### config.mk
export PLATFORM = sky130hd
export DESIGN_NAME = msr_read_unit
export DESIGN_NICKNAME = d
export VERILOG_FILES = /design/src/rtl/msr_rd_pkg.sv /design/src/rtl/msr_reg_table.sv /design/src/rtl/msr_fault_gate.sv /design/src/rtl/msr_read_unit.sv
export SDC_FILE = /design/constraint.sdc
export NUM_CORES = 1
export LEC_CHECK = 0
export ABC_AREA = 1
export BUFFER_PORTS_ARGS = -buffer_cell sky130_fd_sc_hd__buf_2
export CAP_MARGIN = 20
export CORE_UTILIZATION = 43
export CTS_BUF_LIST = sky130_fd_sc_hd__clkbuf_8 sky130_fd_sc_hd__clkbuf_16
export DETAILED_ROUTE_END_ITERATION = 10
export HOLD_SLACK_MARGIN = 0.05
export PLACE_DENSITY_LB_ADDON = 0.05
export SLEW_MARGIN = 25
export SYNTH_ARGS = -nofsm -noshare
export SYNTH_HDL_FRONTEND = slang
export SYNTH_SLANG_ARGS = --single-unit
### constraint.sdc
create_clock -name clk -period 2.1 [get_ports clk]
set_clock_uncertainty 0.05 [all_clocks]
set_input_delay 0.105 -clock clk [delete_from_list [all_inputs] [get_ports clk]]
set_output_delay 0.105 -clock clk [all_outputs]
set_load 0.01 [all_outputs]
### src/rtl/msr_rd_pkg.sv
package msr_rd_pkg;

    typedef enum logic [2:0] {
        MODE_REAL   = 3'd0,
        MODE_PROT   = 3'd1,
        MODE_V86    = 3'd2,
        MODE_COMPAT = 3'd3,
        MODE_LONG   = 3'd4
    } cpu_mode_e;

    localparam int EXC_W = 2;
    localparam logic [EXC_W-1:0] EXC_NONE = 2'b00;
    localparam logic [EXC_W-1:0] EXC_UD   = 2'b01;
    localparam logic [EXC_W-1:0] EXC_GP   = 2'b10;

    typedef enum logic [1:0] {
        ST_IDLE  = 2'd0,
        ST_DONE  = 2'd1,
        ST_FAULT = 2'd2
    } rd_state_e;

endpackage

### src/rtl/msr_reg_table.sv
module msr_reg_table #(
    parameter int N_REGS = 4,
    parameter int DATA_W = 64,
    parameter int ADDR_W = 32,
    parameter int IDX_W  = 2,
    parameter logic [N_REGS*ADDR_W-1:0] REG_ADDRS = '0,
    parameter logic [N_REGS*DATA_W-1:0] REG_MASKS = '0,
    parameter logic [N_REGS*DATA_W-1:0] REG_INIT  = '0
) (
    input  logic              clk,
    input  logic              rst_n,
    input  logic              tw_en,
    input  logic [IDX_W-1:0]  tw_idx,
    input  logic [DATA_W-1:0] tw_data,
    input  logic [ADDR_W-1:0] lookup_addr,
    output logic              lookup_hit,
    output logic [DATA_W-1:0] lookup_data
);

    logic [N_REGS-1:0] hit_vec;
    logic [DATA_W-1:0] sel_vec [N_REGS];

    for (genvar i = 0; i < N_REGS; i++) begin : g_ent
        logic [DATA_W-1:0] store_q;

        always_ff @(posedge clk) begin
            if (!rst_n) begin
                store_q <= REG_INIT[i*DATA_W +: DATA_W];
            end else if (tw_en && (tw_idx == IDX_W'(i))) begin
                store_q <= tw_data;
            end
        end

        assign hit_vec[i] = (lookup_addr == REG_ADDRS[i*ADDR_W +: ADDR_W]);
        assign sel_vec[i] = hit_vec[i] ? (store_q & REG_MASKS[i*DATA_W +: DATA_W])
                                       : '0;
    end

    always_comb begin
        lookup_data = '0;
        for (int k = 0; k < N_REGS; k++) begin
            lookup_data = lookup_data | sel_vec[k];
        end
    end

    assign lookup_hit = |hit_vec;

endmodule

### src/rtl/msr_fault_gate.sv
module msr_fault_gate
    import msr_rd_pkg::*;
(
    input  logic             lock,
    input  cpu_mode_e        mode,
    input  logic [1:0]       cpl,
    input  logic             hit,
    output logic [EXC_W-1:0] exc
);

    always_comb begin
        if (lock) begin
            exc = EXC_UD;
        end else if (mode == MODE_V86) begin
            exc = EXC_GP;
        end else if ((mode != MODE_REAL) && (cpl != 2'd0)) begin
            exc = EXC_GP;
        end else if (!hit) begin
            exc = EXC_GP;
        end else begin
            exc = EXC_NONE;
        end
    end

endmodule

### src/rtl/msr_read_unit.sv
module msr_read_unit
    import msr_rd_pkg::*;
#(
    parameter int N_REGS = 4,
    parameter int DATA_W = 64,
    parameter int ADDR_W = 32,
    parameter int IDX_W  = (N_REGS > 1) ? $clog2(N_REGS) : 1,
    parameter logic [N_REGS*ADDR_W-1:0] REG_ADDRS =
        {32'hC000_0080, 32'h0000_0277, 32'h0000_01A0, 32'h0000_0010},
    parameter logic [N_REGS*DATA_W-1:0] REG_MASKS =
        {64'h0000_0000_0000_0D01, 64'h0707_0707_0707_0707,
         64'h0000_0000_FFFF_FFFF, 64'hFFFF_FFFF_FFFF_FFFF},
    parameter logic [N_REGS*DATA_W-1:0] REG_INIT =
        {64'hFFFF_FFFF_FFFF_FFFF, 64'hFFFF_FFFF_FFFF_FFFF,
         64'hFFFF_FFFF_0000_1234, 64'h0123_4567_89AB_CDEF}
) (
    input  logic              clk,
    input  logic              rst_n,
    input  logic              req_valid,
    input  logic [63:0]       req_addr,
    input  logic [1:0]        req_cpl,
    input  logic [2:0]        req_mode,
    input  logic              req_lock,
    input  logic              tw_en,
    input  logic [IDX_W-1:0]  tw_idx,
    input  logic [DATA_W-1:0] tw_data,
    output logic              rsp_valid,
    output logic              rsp_wr_en,
    output logic [63:0]       rsp_hi,
    output logic [63:0]       rsp_lo,
    output logic [1:0]        rsp_exc,
    output logic [15:0]       rsp_err_code
);

    localparam int HALF_W = DATA_W / 2;

    rd_state_e         st_q, st_d;
    logic              tbl_hit;
    logic [DATA_W-1:0] tbl_data;
    logic [EXC_W-1:0]  gate_exc;
    logic [63:0]       hi_q, lo_q;
    logic [EXC_W-1:0]  exc_q;

    msr_reg_table #(
        .N_REGS    (N_REGS),
        .DATA_W    (DATA_W),
        .ADDR_W    (ADDR_W),
        .IDX_W     (IDX_W),
        .REG_ADDRS (REG_ADDRS),
        .REG_MASKS (REG_MASKS),
        .REG_INIT  (REG_INIT)
    ) u_table (
        .clk         (clk),
        .rst_n       (rst_n),
        .tw_en       (tw_en),
        .tw_idx      (tw_idx),
        .tw_data     (tw_data),
        .lookup_addr (req_addr[ADDR_W-1:0]),
        .lookup_hit  (tbl_hit),
        .lookup_data (tbl_data)
    );

    msr_fault_gate u_gate (
        .lock (req_lock),
        .mode (cpu_mode_e'(req_mode)),
        .cpl  (req_cpl),
        .hit  (tbl_hit),
        .exc  (gate_exc)
    );

    always_comb begin
        st_d = st_q;
        unique case (st_q)
            ST_IDLE, ST_DONE, ST_FAULT: begin
                if (!req_valid) begin
                    st_d = ST_IDLE;
                end else if (gate_exc == EXC_NONE) begin
                    st_d = ST_DONE;
                end else begin
                    st_d = ST_FAULT;
                end
            end
            default: st_d = ST_IDLE;
        endcase
    end

    always_ff @(posedge clk) begin
        if (!rst_n) begin
            st_q <= ST_IDLE;
        end else begin
            st_q <= st_d;
        end
    end

    always_ff @(posedge clk) begin
        if (!rst_n) begin
            hi_q  <= '0;
            lo_q  <= '0;
            exc_q <= EXC_NONE;
        end else begin
            unique case (st_d)
                ST_DONE: begin
                    hi_q  <= {32'd0, 32'(tbl_data[DATA_W-1:HALF_W])};
                    lo_q  <= {32'd0, 32'(tbl_data[HALF_W-1:0])};
                    exc_q <= EXC_NONE;
                end
                ST_FAULT: begin
                    hi_q  <= '0;
                    lo_q  <= '0;
                    exc_q <= gate_exc;
                end
                default: begin
                    hi_q  <= '0;
                    lo_q  <= '0;
                    exc_q <= EXC_NONE;
                end
            endcase
        end
    end

    assign rsp_valid    = (st_q != ST_IDLE);
    assign rsp_wr_en    = (st_q == ST_DONE);
    assign rsp_hi       = hi_q;
    assign rsp_lo       = lo_q;
    assign rsp_exc      = exc_q;
    assign rsp_err_code = 16'd0;

endmodule

[Word level (Yosys, flattened, before mapping)]
Index checks and enable logic that the tools add are counted.
Widths: inputs -> output; s select.
Storage, ports and cells
  output and inout bits: 148
  flip-flop bits (word level): 299
Cells by class
  reductions and logical operators: 15
  mux-type cells: 11
  bitwise operators: 3
  equality and inequality tests: 12
Operator list (number)
  $or 64x64->64: 3
  $mux 64: 1
  $mux 59: 1
  $eq 32x10->1 const B: 1
  $eq 32x32->1 const B: 1
  $eq 32x5->1 const B: 1
  $eq 32x9->1 const B: 1
  $mux 32: 1
  $mux 2: 7
  $mux 12: 1
  $eq 2x2->1 const B: 4
  $eq 2x1->1 const B: 3
  $logic_not 2->1: 3
  $logic_and 1x1->1: 5
  $reduce_and 2->1: 2
  $reduce_bool 2->1: 2
  $reduce_or 4->1: 1
  $eq 3x2->1 const B: 1
  $reduce_bool 3->1: 1
  $reduce_or 3->1: 1

[Depth between registers and ports, before layout]
Gate-level depths: netlist (run 1).
  depth after elaboration: 12
  depth in mapped cells: 13
  gate-level depth less buffers: 12

[Modules after synthesis]
A second synthesis (run 1) with hierarchy kept.
Second synthesis, totals
  cells, all modules: 1147
  area, all modules: 8613.3 um^2
By module, submodules not included
  msr_reg_table: instances 1, cells an instance 834, sequential area each 2482.4 um^2, area each 5557.8 um^2
  msr_read_unit: instances 1, cells an instance 299, sequential area each 1361.3 um^2, area each 2997.9 um^2
  msr_fault_gate: instances 1, cells an instance 14, sequential area each 0.0 um^2, area each 57.6 um^2

[Worst setup path after synthesis (run 1)]
OpenSTA, ideal clock, no wires.
  path kind: register to register
  from: register st_q[1]
  to: register hi_q[25], in the netlist rsp_hi[25]
  path slack: 0.655 ns
  setup time: 0.059 ns
  data required time: 1.991 ns
  arrival: 1.336 ns
  clock period less this slack: 1.445 ns
  cell stages (with the launch flop): 8
  cells stage by stage: dfxtp_1 -> nand2_1 -> nand3_1 -> nor2_1 -> clkbuf_1 -> buf_1 -> nand4_1 -> nand2_1
On the way
  cells in the longest elaborated chain, start to end: 5
  elaborated cells on any way between the ends: 7
Ends and longest elaborated chain
  start, declared: RTL line msr_read_unit.sv:37  | rd_state_e st_q, st_d;
  start signal, assigned: RTL line msr_read_unit.sv:91  | st_q <= st_d;
  $eq 2x1->1 (tied with other cells): RTL line msr_read_unit.sv:73  | unique case (st_q)
  $reduce_or 3->1 *: RTL line msr_read_unit.sv:73
  $mux 2 *: RTL line msr_read_unit.sv:73
  $eq 2x1->1 *: RTL line msr_read_unit.sv:101  | unique case (st_d)
  $reduce_and 2->1 (no source line) *
  end signal, assigned: RTL line msr_read_unit.sv:103  | hi_q <= {32'd0, 32'(tbl_data[DATA_W-1:HALF_W])};
  end, declared: RTL line msr_read_unit.sv:41  | logic [63:0] hi_q, lo_q;
Mark *: on every way between the ends. The rest lies on a longest branch, timed or not.
A chain may end at the register's enable or synchronous reset.

[Final worst setup path (run 1)]
  from: input tw_idx[0]
  to: register u_table.g_ent[2].store_q[34]
On the way
  cells in the longest elaborated chain, start to end: 2
Ends and longest elaborated chain
  start, declared: RTL line msr_read_unit.sv:25  | input logic [IDX_W-1:0] tw_idx,
  $eq 2x2->1: RTL line msr_reg_table.sv:29  | end else if (tw_en && (tw_idx == IDX_W'(i))) begin
  $logic_and 1x1->1: RTL line msr_reg_table.sv:29
  end signal, assigned: RTL line msr_reg_table.sv:28  | store_q <= REG_INIT[i*DATA_W +: DATA_W];
  end signal, assigned: RTL line msr_reg_table.sv:30  | store_q <= tw_data;
  end, declared: RTL line msr_reg_table.sv:24  | logic [DATA_W-1:0] store_q;
No other way between the ends.

==> results of run 1 <==
-- power by group --
part | switching (W) | internal [W] | total, W
clock | 0.00149 | 0.00159 | 0.00309
sequential | 0.0000507 | 0.00376 | 0.00382
combinational | 0.000376 | 0.000269 | 0.000644
total | 0.00192 | 0.00563 | 0.00755
-- flip-flops by register name (all words and copies together), names as in the netlist --
| signal | count |
|---|---|
| u_table.g_ent.store_q | 124 |
| st_q | 2 |
| rsp_lo | 32 |
| rsp_hi | 32 |
| rsp_exc | 2 |
-- path summary, 6_finish.rpt --
kind	from	end	slack, ns	depth (start not counted)
max	tw_idx[0]	u_table.g_ent[2].store_q[34]$_SDFFE_PN1P_	0.48	6
min	tw_idx[1]	u_table.g_ent[2].store_q[10]$_SDFFE_PN1P_	0.15	4
max reg2reg	st_q[1]$_SDFF_PN0_	rsp_hi[24]$_SDFF_PN0_	0.51	7
min reg2reg	u_table.g_ent[0].store_q[54]$_SDFFE_PN0P_	rsp_hi[22]$_SDFF_PN0_	0.38	2
-- synth_stat cells --
cell	instances
nand2_1	200
dfxtp_1	192
nor2_1	144
buf_4	80
o21ai_0	71
nand4_1	68
nand3_1	66
inv_1	60
clkbuf_1	47
a21oi_1	25
o211ai_1	15
nor2_2	8
buf_2	7
buf_6	7
nor3_1	7
inv_2	3
buf_1	2
nand2_2	2
nand3b_1	2
nor2_4	2
nor3_2	2
o22ai_1	2
a21o_1	1
and2_0	1
and2_1	1
conb_1	1
or2_2	1
-- metal layers --
layer | track usage, % | wire (um) | up-vias
met5 | 0 | 0 | -
met4 | 6.96 | 223 | 0
met3 | 4.15 | 1070 | 19
met2 | 34.9 | 9410 | 204
met1 | 27.4 | 8930 | 3173
li1 | - | - | 3579
-- tightest hold or removal path, stage by stage --
cell,delay [ns]
buf_2,0.13
inv_1,0.11
nor3_4,0.09
o211ai_1,0.15
-- layout by cell type, fill, tap and decap left out, types with 17 or more instances in the layout --
cell / n
a21oi_1: 25
buf_2: 174
clkbuf_16: 17
conb_1: 80
dfxtp_1: 192
dlygate4sd3_1: 69
inv_1: 59
nand2_1: 200
nand3_1: 66
nand4_1: 68
nor2_1: 143
o21ai_0: 71
-- stage by stage --
stage / area (sq um) / power, W
3_3_place_gp: 8660 / 0.00443
4_1_cts: 9910 / 0.00762
5_1_grt: 9910 / 0.00788
6_report: 9910 / 0.00755
2_1_floorplan: 8110 / 0.00432
3_5_place_dp: 8660 / 0.00444
-- kinds of logic after synthesis --
group           share of synthesized area, %
compound gates                          7.84
buf+inv                                 14.5
flops                                   49.2
other cells                           0.0480
simple gates                            28.4
-- final cells by class --
| class | instances | area, sq um | area share [%] |
|---|---|---|---|
| clock inverters | 14 | 120 | 1.21 |
| multi-input cells | 698 | 3160 | 31.9 |
| well taps | 225 | 282 | 2.84 |
| flip-flops and latches | 192 | 3840 | 38.8 |
| inverters | 63 | 236 | 2.39 |
| repair buffers | 265 | 1830 | 18.4 |
| clock buffers | 18 | 439 | 4.43 |
==> qor.txt, run 1 <==
warnings from Yosys: 0
layout net count: 1377
Remaining DRCs: 0
initial DRC count: 384
Detail Placement HPWL: 11.8 mm
total grt overflow: 0
Slew Limit Fails: 0
crit path time final: 1.62 ns
Setup Fix Bufs, Post-CTS: 0
final wirelength: 19.6 mm
DIE AREA: 18700 sq um
Post-Layout Cell Count: 1475
Port-buffer cells: 175
type of the worst setup path: input pin to flip-flop
die width: 137 um
dpl ws: 0.222 ns
Arrival @ worst endpoint: 1.86 ns
Worst Hold Slack: 0.152 ns
status: finished clean
routed len/inst: 13.3 um
period utilisation layout: 77.3%
sequential area share after synthesis: 49.2%
core area: 17500 sq um
Mean Syn Cell Area: 7.69 sq um
vias in the first global route: 6245
# clock sinks: 192
worst path bufs/invs: 3
max-cap violation count: 0
layout cells sized above 1: 19.9%
setup repair after global routing missed its margin: no
cell family with most CP delay: buffers and inverters
Mapped Area: 7820 sq um
die height: 137 um
crit path capture type: flip-flop
clock slew at reported path FFs: 0.07 ns
Synth area leaders: dfxtp_1 49%, nand2_1 9.6%, buf_4 7.7%
post-synth cell types: 27
Bufs on Longest Clock Path: 2
post_cts resized: 0
largest net degree at the start of global routing: 125
initial core utilization: 44.6%
synthesized instance count: 1017
number of fillers in the final layout: 1725
Slew @ Worst Pin: 0.621 ns
critical-path maximum fanout: 14
post-placement cell count: 1374
1st-pass router iterations: 5
largest area contributor in the netlist: dfxtp_1
via count: 6975
crit path cell chain: dlygate4sd3_1 > buf_2 > nor3_4 > inv_1 > nand2_1 > nand3_1
slowest CP cell: dlygate4sd3_1
Syn-to-layout area delta: 26.8%
post-cts hold buffer count: 69
final worst slack: 0.476 ns
Final Hold Viols: 0
Hold Path Class: input pin to flip-flop
Final Util: 56.5%
largest stage delay on the critical path: 0.56 ns
CTS H-Tree Depth: 4
post-synth top area share: 49.2%
Core Rows: 48
final setup fails: 0
Pwr per Cell Area: 761 nW/um^2
Ant. Diodes: 0
#FFs+latches synth: 192
Worst EP required: 2.34 ns
CTS Buf Count: 17
drt via density: 4.73
total track usage: 21.1%
CP Launch Type: input pin
# IOs: 288
CTS root buffer: clkbuf_16
peak supply drop: 0.637 mV
relative slew slack: 58.6%
FMAX: 616 MHz
initial antenna violation count: 0
RD Place Congestion: 0.846
CTS tree: yes
setup TNS: 0 ns
Leakage: 4.88 nW
antenna-violating nets left: 0
first-pass GRT wire length: 30.9 mm
Clk Latency, worst-skew pair: 0.43 ns
Note: power is estimated with default switching activity, not from simulation.
==> run 2: changes to the inputs <==
- ABC_AREA: 1 -> 0
- clock period: 2.1 -> 1.35 ns (I/O delays scaled with it)
==> qor.txt, run 2 <==
relative slew slack: 51.4%
period utilisation layout: 118%
1st-pass router iterations: 4
peak supply drop: 0.836 mV
Core Rows: 47
post-placement cell count: 1241
largest area contributor in the netlist: dfxtp_1
failing checks: negative setup slack
Detail Placement HPWL: 12.3 mm
Final Hold Viols: 0
critical-path maximum fanout: 8
# IOs: 288
max reg flops: 124
warnings from Yosys: 0
Top reg by flops: u_table.g_ent.store_q
initial DRC count: 246
clock slew at reported path FFs: 0.07 ns
most common cell after layout, fill and taps aside: nand2_1
Hold Path Class: input pin to flip-flop
die width: 134 um
Hold Path Sink: rsp_exc[1]$_SDFF_PN0_
Leakage: 4.76 nW
# clock sinks: 192
crit path capture type: flip-flop
post-synth top area share: 51.2%
Synth area leaders: dfxtp_1 51%, nand2_1 12%, buf_4 8.3%
Post-synth top cells: 249 x nand2_1, 192 x dfxtp_1, 83 x buf_4
post-synthesis adder-cell area fraction: 0%
total track usage: 21.5%
first-pass GRT wire length: 30.1 mm
Post-synth EDFFs: 0
sequential area share after synthesis: 51.2%
Final Util: 61.2%
mux contribution to synthesized area: 0.533%
top-count cell post-synth: nand2_1
clock share of power: 42.1%
FMAX: 628 MHz
Mapped Area: 7510 sq um
synthesized instance count: 848
initial core utilization: 44.6%
dpl ws: -0.454 ns
status: finished with violations
Pwr per Cell Area: 1160 nW/um^2
Hold Path Stages: 5
Port-buffer cells: 175
worst r2r src: st_q[1]$_SDFF_PN0_
#FFs+latches synth: 192
Ant. Diodes: 0
setup repair after global routing missed its margin: yes
Internal: 0.00885 W
die height: 134 um
r2r endpoint: rsp_lo[6]$_SDFF_PN0_
CTS tree: yes
Remaining DRCs: 0
Arrival @ worst endpoint: 1.92 ns
share of power burned in registers: 49.2%
type of the worst setup path: flip-flop to flip-flop
main combinational cell family by area after synthesis: simple AND/OR/NAND/NOR gates
Synth Area in Compound Gates: 13.5%
Psw: 0.00314 W
crit path time final: 1.59 ns
post-synth cell types: 46
Slew @ Worst Pin: 0.723 ns
r2r setup slk: -0.24 ns
ys flop type: dfxtp_1
layout net count: 1260
Async S/R FF share, synth: 0%
layout cells sized above 1: 28.0%
total grt overflow: 0
antenna-violating nets left: 0
Bufs on Longest Clock Path: 2
CTS Buf Count: 17
CP Launch Type: flip-flop
Slew Limit Fails: 0
max-cap violation count: 0
largest net degree at the start of global routing: 58
routed len/inst: 14.3 um
Mean Syn Cell Area: 8.85 sq um
CTS root buffer: clkbuf_16
Clk Latency, worst-skew pair: 0.43 ns
Sw Share: 26.2%
final setup fails: 67
DIE AREA: 18000 sq um
min-delay src: req_valid
final wirelength: 19.4 mm
core area: 16800 sq um
XOR/XNOR share of the synthesized area: 0%
CTS H-Tree Depth: 4
Post-Layout Cell Count: 1353
commonest non-fill, non-tap cells in the layout: 248 x nand2_1, 190 x dfxtp_1, 173 x buf_2, 80 x conb_1, 67 x dlygate4sd3_1
drt via density: 4.70
Worst EP required: 1.67 ns
vias in the first global route: 6006
Syn-to-layout area delta: 37.2%
logic gate share of total power: 8.7%
simple-gate share of the synthesized area: 23.4%
cells on worst reg2reg path: 7
initial antenna violation count: 0
via count: 6361
final worst slack: -0.243 ns
Worst Hold Slack: 0.0697 ns
RD Place Congestion: 0.774
==> run 2: worst max path at each step <==
stage | start | end | slack (ns)
global placement | req_addr[2] | rsp_hi[1]$_SDFF_PN0_ | -0.44
finish | st_q[1]$_SDFF_PN0_ | rsp_lo[6]$_SDFF_PN0_ | -0.24
detailed placement | req_addr[2] | rsp_hi[8]$_SDFF_PN0_ | -0.45
floorplan | req_addr[8] | st_q[1]$_SDFF_PN0_ | -0.17
CTS | st_q[1]$_SDFF_PN0_ | rsp_lo[6]$_SDFF_PN0_ | -0.21
global route | st_q[0]$_SDFF_PN0_ | rsp_lo[6]$_SDFF_PN0_ | -0.31
==> run 2: stage by stage <==
step	setup TNS [ns]	power [W]	area, sq um
floorplan	-4.42	0.00665	7880
CTS	-9.05	0.0121	10200
global route	-15.63	0.0125	10300
detailed placement	-24.54	0.00689	8740
global placement	-24.08	0.00688	8740
finish	-10.71	0.0120	10300
==> run 2: area by class of cell <==
class	instances	area, sq um
flip-flops and latches	192	3850
multi-input cells	597	3270
clock inverters	15	191
repair buffers	309	2280
well taps	220	275
fillers	1528	6520
clock buffers	17	425
inverters	3	11.3
==> run 2: kinds of logic (layout without fill, tap and decap cells) <==
logic type             Yosys count  after routing
AND/OR/NAND/NOR                388            388
other                            1             80
multiplexers                     4              4
buffers and inverters          138            344
flip-flops                     192            192
AO/OA/AOI/OAI                  125            125
==> run 2: metal layers <==
layer  part of all wire [%]  vias up  routed length [um]  GRT usage [%]
met1                     45     2913                8650           27.2
met4                    1.0        0                 202           6.43
met3                    5.0       14                 970           4.65
met5                      0        -                   0              0
met2                     49      206                9590           36.7
li1                       -     3228                   -              -
==> run 2: power by group through the flow <==
stage          Combinational, W  Sequential [W]  Clock (W)
2_1_floorplan          0.000635         0.00601          0
3_3_place_gp           0.000852         0.00603          0
3_5_place_dp           0.000857         0.00603          0
4_1_cts                 0.00102         0.00590    0.00516
5_1_grt                 0.00116         0.00592    0.00542
6_report                0.00105         0.00590    0.00504
==> run 2: what timing repair did <==
item,CTS,global route
buffers inserted,5,6
resized for setup,19,19
gates cloned,2,3
hold buffers,66,1
endpoints found under the setup margin,66,68
endpoints found under the hold margin,127,2
pin swaps,4,4
==> run 2: worst max-delay path, cell delays in order, from the launching register on <==
cell     delay, ns
dfxtp_2       0.33
nand2_2       0.07
nand3_2       0.09
or3_4         0.36
nor3_4        0.19
buf_6         0.17
buf_12        0.14
a22o_1        0.14
